==> config.mk <==
export PLATFORM = sky130hd
export DESIGN_NAME = tsch_top
export DESIGN_NICKNAME = d
export VERILOG_FILES = /design/src/rtl/tsch_pkg.sv /design/src/rtl/tsch_iter.sv /design/src/rtl/tsch_ready.sv /design/src/rtl/tsch_swarb.sv /design/src/rtl/tsch_top.sv
export SDC_FILE = /design/constraint.sdc
export NUM_CORES = 1
export LEC_CHECK = 0
export ABC_AREA = 1
export BUFFER_PORTS_ARGS = -buffer_cell sky130_fd_sc_hd__buf_2
export CORE_ASPECT_RATIO = 1.1
export CORE_MARGIN = 3
export CORE_UTILIZATION = 50
export DETAILED_ROUTE_END_ITERATION = 7
export MAX_ROUTING_LAYER = met4
export PLACE_DENSITY = 0.74
export SLEW_MARGIN = 20
export SYNTH_ARGS = -nofsm -noshare
export SYNTH_HDL_FRONTEND = slang
export SYNTH_SLANG_ARGS = --single-unit
==> constraint.sdc <==
create_clock -name clk -period 1.46 [get_ports clk]
set_input_delay 0.073 -clock clk [delete_from_list [all_inputs] [get_ports clk]]
set_output_delay 0.073 -clock clk [all_outputs]
set_load 0.1 [all_outputs]
==> src/rtl/tsch_pkg.sv <==
// Shared types for the task scheduler.
// Assumes: included in compile order ahead of every tsch_* module.
package tsch_pkg;

    // Phase of one graph iteration.
    typedef enum logic [1:0] {
        PH_IDLE = 2'd0,
        PH_RUN  = 2'd1,
        PH_DONE = 2'd2
    } tsch_phase_e;

endpackage

==> src/rtl/tsch_iter.sv <==
// Iteration bookkeeping: the phase, the captured conditional, and which tasks
// have been started and have finished.
// Assumes: launch is non-zero only while run is high, and done_in is a
// single-cycle pulse for each task.
module tsch_iter
    import tsch_pkg::*;
#(
    parameter int                N_TASK    = 6,
    parameter logic [N_TASK-1:0] SINK_PRED = '1
) (
    input  logic              clk,
    input  logic              rst_n,
    input  logic              go,
    input  logic              cond_in,
    input  logic [N_TASK-1:0] launch,
    input  logic [N_TASK-1:0] done_in,
    output logic              run,
    output logic              cond_q,
    output logic [N_TASK-1:0] started_q,
    output logic [N_TASK-1:0] finished_q,
    output logic              complete,
    output logic              err
);

    tsch_phase_e       phase_q;
    logic              go_acc;
    logic [N_TASK-1:0] outstanding;
    logic [N_TASK-1:0] accept;
    logic              stray;
    logic              sink_met;

    // Decode: accepted go, accepted done bits, stray done bits, sink condition.
    always_comb begin
        go_acc      = go && (phase_q != PH_RUN);
        outstanding = started_q & ~finished_q;
        accept      = done_in & outstanding;
        stray       = |(done_in & ~outstanding);
        sink_met    = (finished_q & SINK_PRED) == SINK_PRED;
    end

    // Phase, conditional capture, start/finish records and the error flag.
    always_ff @(posedge clk) begin
        if (!rst_n) begin
            phase_q    <= PH_IDLE;
            cond_q     <= 1'b0;
            started_q  <= '0;
            finished_q <= '0;
            err        <= 1'b0;
        end else if (go_acc) begin
            phase_q    <= PH_RUN;
            cond_q     <= cond_in;
            started_q  <= '0;
            finished_q <= '0;
            err        <= 1'b0;
        end else begin
            started_q  <= started_q | launch;
            finished_q <= finished_q | accept;
            err        <= err | stray;
            if (phase_q == PH_RUN && sink_met) begin
                phase_q <= PH_DONE;
            end
        end
    end

    assign run      = (phase_q == PH_RUN);
    assign complete = (phase_q == PH_DONE);

    // a task that has already been started is never launched again.
    a_r5_no_restart: assert property (@(posedge clk) disable iff (!rst_n)
        (launch & started_q) == '0);

    // the captured conditional does not change during an iteration.
    a_r2_cond_held: assert property (@(posedge clk) disable iff (!rst_n)
        (phase_q == PH_RUN) |=> $stable(cond_q));

    // the done phase is only reached once every sink predecessor has finished.
    a_r8_sink_done: assert property (@(posedge clk) disable iff (!rst_n)
        (phase_q == PH_DONE) |-> sink_met);

    // a stray done bit raises err in the next cycle unless go is accepted.
    a_r9_stray_flag: assert property (@(posedge clk) disable iff (!rst_n)
        (stray && !go_acc) |=> err);

endmodule

==> src/rtl/tsch_ready.sv <==
// Readiness evaluation: a task is ready when the iteration is running, the
// task has not started, and every edge enabled on the current path has a
// finished predecessor.
// Assumes: row i of each mask (bits i*N_TASK +: N_TASK) lists the predecessors of task i.
module tsch_ready #(
    parameter int                       N_TASK   = 6,
    parameter logic [N_TASK*N_TASK-1:0] PRED_ALL = '0,
    parameter logic [N_TASK*N_TASK-1:0] PRED_C1  = '0,
    parameter logic [N_TASK*N_TASK-1:0] PRED_C0  = '0
) (
    input  logic              run,
    input  logic              cond,
    input  logic [N_TASK-1:0] started,
    input  logic [N_TASK-1:0] finished,
    output logic [N_TASK-1:0] ready
);

    for (genvar i = 0; i < N_TASK; i++) begin : g_task
        logic [N_TASK-1:0] en_pred;
        // Merge the always-on edges with those of the current path, then test them.
        always_comb begin
            en_pred  = PRED_ALL[i*N_TASK +: N_TASK]
                     | (cond ? PRED_C1[i*N_TASK +: N_TASK] : PRED_C0[i*N_TASK +: N_TASK]);
            ready[i] = run && !started[i] && ((en_pred & ~finished) == '0);
        end
    end

endmodule

==> src/rtl/tsch_swarb.sv <==
// Static-priority picker for software tasks: the lowest rank wins, and a tie
// goes to the lower index.
// Assumes: cand only contains software tasks.
module tsch_swarb #(
    parameter int                       N_TASK  = 6,
    parameter int                       RANK_W  = 3,
    parameter logic [N_TASK*RANK_W-1:0] SW_RANK = '0,
    localparam int                      IDX_W   = $clog2(N_TASK)
) (
    input  logic [N_TASK-1:0] cand,
    output logic              pick_vld,
    output logic [IDX_W-1:0]  pick_idx,
    output logic [N_TASK-1:0] pick_oh
);

    logic [RANK_W-1:0] best_rank;

    // Linear scan keeping the best rank seen so far (strict < keeps the lower index on a tie).
    always_comb begin
        pick_vld  = 1'b0;
        pick_idx  = '0;
        pick_oh   = '0;
        best_rank = '1;
        for (int i = 0; i < N_TASK; i++) begin
            if (cand[i] && (!pick_vld || SW_RANK[i*RANK_W +: RANK_W] < best_rank)) begin
                pick_vld  = 1'b1;
                pick_idx  = IDX_W'(i);
                best_rank = SW_RANK[i*RANK_W +: RANK_W];
                pick_oh   = '0;
                pick_oh[i] = 1'b1;
            end
        end
    end

endmodule

==> src/rtl/tsch_top.sv <==
// Hardware run-time task scheduler. It walks one iteration of a parameterised
// task graph. Hardware tasks get one-cycle start strobes. Software tasks are
// sent one at a time to a single CPU through an interrupt request carrying a
// task index.
// Assumes: every task answers each start with exactly one done pulse, and the
// CPU runs each software task to completion.
module tsch_top #(
    parameter int                       N_TASK    = 6,
    parameter int                       RANK_W    = 3,
    parameter logic [N_TASK-1:0]        SW_MASK   = 6'b010101,
    parameter logic [N_TASK*N_TASK-1:0] PRED_ALL  = {6'b000000, 6'b000010, 6'b000000,
                                                     6'b000010, 6'b000000, 6'b000000},
    parameter logic [N_TASK*N_TASK-1:0] PRED_C1   = {6'b000000, 6'b000000, 6'b000001,
                                                     6'b000000, 6'b000000, 6'b000000},
    parameter logic [N_TASK*N_TASK-1:0] PRED_C0   = {6'b010000, 6'b000100, 6'b000100,
                                                     6'b000000, 6'b000000, 6'b000000},
    parameter logic [N_TASK*RANK_W-1:0] SW_RANK   = {3'd7, 3'd1, 3'd7, 3'd2, 3'd7, 3'd0},
    parameter logic [N_TASK-1:0]        SINK_PRED = '1
) (
    input  logic                      clk,
    input  logic                      rst_n,
    input  logic                      go,
    input  logic                      cond_in,
    input  logic [N_TASK-1:0]         done_in,
    output logic [N_TASK-1:0]         hw_start,
    output logic                      sw_irq,
    output logic [$clog2(N_TASK)-1:0] sw_idx,
    output logic                      busy,
    output logic                      complete,
    output logic                      err
);

    localparam int                IDX_W   = $clog2(N_TASK);
    localparam logic [N_TASK-1:0] HW_MASK = ~SW_MASK;

    logic              run;
    logic              cond_q;
    logic [N_TASK-1:0] started_q;
    logic [N_TASK-1:0] finished_q;
    logic [N_TASK-1:0] ready;
    logic [N_TASK-1:0] cand;
    logic              pick_vld;
    logic [IDX_W-1:0]  pick_idx;
    logic [N_TASK-1:0] pick_oh;
    logic [N_TASK-1:0] sw_sel_q;
    logic              dispatch;
    logic              sw_done_hit;
    logic [N_TASK-1:0] launch;

    tsch_iter #(
        .N_TASK    (N_TASK),
        .SINK_PRED (SINK_PRED)
    ) u_iter (
        .clk        (clk),
        .rst_n      (rst_n),
        .go         (go),
        .cond_in    (cond_in),
        .launch     (launch),
        .done_in    (done_in),
        .run        (run),
        .cond_q     (cond_q),
        .started_q  (started_q),
        .finished_q (finished_q),
        .complete   (complete),
        .err        (err)
    );

    tsch_ready #(
        .N_TASK   (N_TASK),
        .PRED_ALL (PRED_ALL),
        .PRED_C1  (PRED_C1),
        .PRED_C0  (PRED_C0)
    ) u_ready (
        .run      (run),
        .cond     (cond_q),
        .started  (started_q),
        .finished (finished_q),
        .ready    (ready)
    );

    tsch_swarb #(
        .N_TASK  (N_TASK),
        .RANK_W  (RANK_W),
        .SW_RANK (SW_RANK)
    ) u_swarb (
        .cand     (cand),
        .pick_vld (pick_vld),
        .pick_idx (pick_idx),
        .pick_oh  (pick_oh)
    );

    // Decide this cycle's launches: all ready hardware tasks, plus one software task if the CPU is free.
    always_comb begin
        cand        = ready & SW_MASK;
        dispatch    = pick_vld && !sw_irq;
        sw_done_hit = sw_irq && ((done_in & sw_sel_q) != '0);
        launch      = (ready & HW_MASK) | (dispatch ? pick_oh : '0);
    end

    // Output registers: hardware start strobes and the software interrupt request.
    always_ff @(posedge clk) begin
        if (!rst_n) begin
            hw_start <= '0;
            sw_irq   <= 1'b0;
            sw_idx   <= '0;
            sw_sel_q <= '0;
        end else begin
            hw_start <= ready & HW_MASK;
            if (dispatch) begin
                sw_irq   <= 1'b1;
                sw_idx   <= pick_idx;
                sw_sel_q <= pick_oh;
            end else if (sw_done_hit) begin
                sw_irq   <= 1'b0;
                sw_sel_q <= '0;
            end
        end
    end

    assign busy = run;

    // the request and its index hold until the dispatched task reports done.
    a_r6_irq_hold: assert property (@(posedge clk) disable iff (!rst_n)
        (sw_irq && !sw_done_hit) |=> (sw_irq && $stable(sw_idx)));

    // once the dispatched task reports done, the request is low for a cycle.
    a_r6_gap: assert property (@(posedge clk) disable iff (!rst_n)
        sw_done_hit |=> !sw_irq);

    // a start strobe never lasts two cycles.
    a_r3_pulse: assert property (@(posedge clk) disable iff (!rst_n)
        (hw_start & $past(hw_start)) == '0);

    // a software task is never dispatched again once it has been started.
    a_r5_sw_once: assert property (@(posedge clk) disable iff (!rst_n)
        dispatch |-> ((pick_oh & started_q) == '0));

endmodule

==> results.toml <==
[power_and_ir_drop]
combPwrFrac = 0.198
seq_power_share = 0.571
leakagePower_uw = 0.0004720
p_sw_uw = 394.2
ir_worst_vdd_mv = 0.7754
p_sw_frac = 0.3131
total_power_uw = 1259
p_per_area_nw_per_um2 = 1106
internal_power_uw = 865.0
pwr-share-clk = 0.231

[min_path]
min_from = "done_in[5]"
min_path_cells = 3
worstHoldEndpoint = "u_iter.finished_q[5]$_SDFF_PP0_"
hp-class = "primary input to flop"

[placed_design]
dpl.hpwl_microns = 1556
numPortBuffers = 18
post-place-cells = 157
dpl_cell_area_sq_um = 1101
routabilityCongestion = 0.8111

[sta]
clock.fmax_ghz = 0.7278
min_period_over_period = 0.9411
slew_violations = 0
hold_viol = 0
period_minus_slack_ns = 1.374
holdWs_ns = 0.01564
setup_violations = 0
fin_skew_ns = 0.002008
rsz0062_at_grt = "false"
setup-tns-final_ns = 0

[route]
routedWlPerCell_microns = 12.02
drt_first_pass_iters = 4
drtIter0Drc = 19
wl_microns = 1947
vias = 854
drc = 0
drt.antenna.violating_nets = 0
viasPerCell = 5.272

[yosys]
ys_types = 18
yosysMostFrequentCell = "dfxtp_1"
yosys-top-cells-count = "dfxtp_1 (25), a21oi_1 (23), nor2_1 (13)"
synth-main-ff-cell = "dfxtp_1"
synth-warning-count = 0
synth_top_area_share = 0.5161
ys_async_sr_fraction = 0
syn_area_sq_um = 969.7
synth_seq_cells = 25
synth-seq-area-share = 0.5161
synth.largest_area_cell = "dfxtp_1"
synth_area_leaders = "dfxtp_1 (52%), a21oi_1 (12%), nor2_1 (5.0%)"
synth-edff-count = 0
syn_inst = 122
avgSynthCellArea_sq_um = 7.948

[layout]
final_area_sq_um = 1139
final_cells = 162
drive_gt1_frac = 0.2292
n_antenna_cell = 0
area_growth_pct = 17.42
fillCellCount = 164
final_nets = 155

[critical_path]
crit_arrival_ns = 1.30
crit_type = "flop to output port"
reg2reg_depth = 9
rrSetupSlack_ns = 0.21
r2r-end = "sw_irq$_SDFFE_PN0P_"
slowest_stage = "buf_2"
r2r_start = "u_iter.phase_q[1]$_SDFFE_PP0P_"
worstPathMaxFanout = 3
path_cells = "inv_1, nor2_2, buf_2"
startpoint_type = "flop"
required_ns = 1.39
max_stage_delay_ns = 0.42
end_kind = "output port"

[grt]
grt_max_degree = 15
antenna_found_initial = 0
grt_pass1_vias = 809
grt_util_all_layers = 0.1886
grt_pass1_wl_microns = 3222
grt_remaining_overflow = 0

[clock_tree]
postCtsSetupBuffers = 0
clkTransAtPathRegs_ns = 0.12
numCtsBuffers = 3
clockBufferDepth = 2
cts_max_level = 1
cts.sinks = 25
worstSkewPairLatency_ns = 0.31
cts-root-buf = "clkbuf_4"
cts_tree = "built"

[floorplanning]
initial_core_util = 0.5382
rows = 16
die_area_sq_um = 2504
io_pins = 23
core_area_sq_um = 1802
die_h_microns = 52.19
die_x_microns = 47.99

[status]
status = "finished clean"

[job]
drv_cap = 0
==> cells in the final DEF, fill, tap and decap left out, types with 3 or more instances in the layout <==
cell and n:
nor3_1 3, dfxtp_1 23, nand3_1 9, nand2_1 11, conb_1 4, buf_2 17
nor2_1 12, nand2_2 3, clkbuf_4 3, o21ai_0 9, inv_1 12, a21oi_1 23
==> per-stage QoR <==
step / util / setup WS [ns]
3_5_place_dp: 0.6111 / 0.2194
2_1_floorplan: - / -0.09204
5_1_grt: 0.6319 / 0.003484
6_report: 0.6319 / 0.08596
3_3_place_gp: 0.6111 / 0.2358
4_1_cts: 0.6319 / 0.06402
==> worst max-delay path: cells and delay by family (launching register included) <==
| family | cells | cell delay, ns |
|---|---|---|
| buffers and inverters | 2 | 0.52 |
| flip-flops | 1 | 0.39 |
| AND/OR/NAND/NOR | 1 | 0.08 |
==> worst max-delay path by stage <==
stage / from / to / slack [ns] / cells past startpoint
CTS: u_iter.phase_q[1]$_SDFFE_PP0P_ / complete / 0.06 / 3
floorplan: u_iter.phase_q[0]$_SDFFE_PN0P_ / sw_idx[1]$_SDFFE_PN0P_ / -0.09 / 7
global placement: u_iter.phase_q[1]$_SDFFE_PP0P_ / sw_irq$_SDFFE_PN0P_ / 0.24 / 9
detailed placement: u_iter.phase_q[1]$_SDFFE_PP0P_ / sw_irq$_SDFFE_PN0P_ / 0.22 / 9
finish: u_iter.phase_q[1]$_SDFFE_PP0P_ / complete / 0.09 / 3
global route: u_iter.phase_q[1]$_SDFFE_PP0P_ / complete / 0.003 / 3
==> registers in the layout (all words and copies together), names as in the netlist <==
signal and flops:
u_iter.started_q 6, hw_start 3, u_iter.finished_q 6, u_iter.phase_q 2
sw_sel_q 3, sw_idx 2, sw_irq 1, u_iter.err 1
u_iter.cond_q 1
==> cell families after synthesis <==
family                 Yosys count  share of synthesized area
and+or+nand+nor                 45                     0.2245
other                            1                   0.003867
AOI/OAI and AO/OA               32                     0.1652
DFF                             25                     0.5161
buffers and inverters           19                    0.09031
==> power groups by stage <==
stage	sequential [uW]	clock [uW]	combinational [uW]
6_report	719	291	249
5_1_grt	722	333	267
4_1_cts	719	307	249
3_5_place_dp	735	0	247
3_3_place_gp	733	0	244
2_1_floorplan	787	0	141
==> timing repair <==
action	CTS	global route
resized for setup	0	0
endpoints found under the hold margin	1	0
hold buffers	1	0
==> layer usage <==
layer / part of all wire / GRT usage / vias up
met1: 0.44 / 0.2090 / 382
met2: 0.49 / 0.3018 / 23
met3: 0.046 / 0.04124 / 6
li1: - / - / 443
met5: 0 / - / -
met4: 0.020 / 0.1076 / 0
==> layout make-up <==
class                   instances  area, sq um  share of cell area
flip-flops and latches         25        503.0              0.4418
multi-input cells              81        397.9              0.3495
repair buffers                 20        135.1              0.1187
inverters                      14        52.55             0.04615
clock buffers                   3        22.52             0.01978
well taps                      18        22.52             0.01978
clock inverters                 1        5.005            0.004396
No activity file was read; power rests on OpenSTA's default activity.
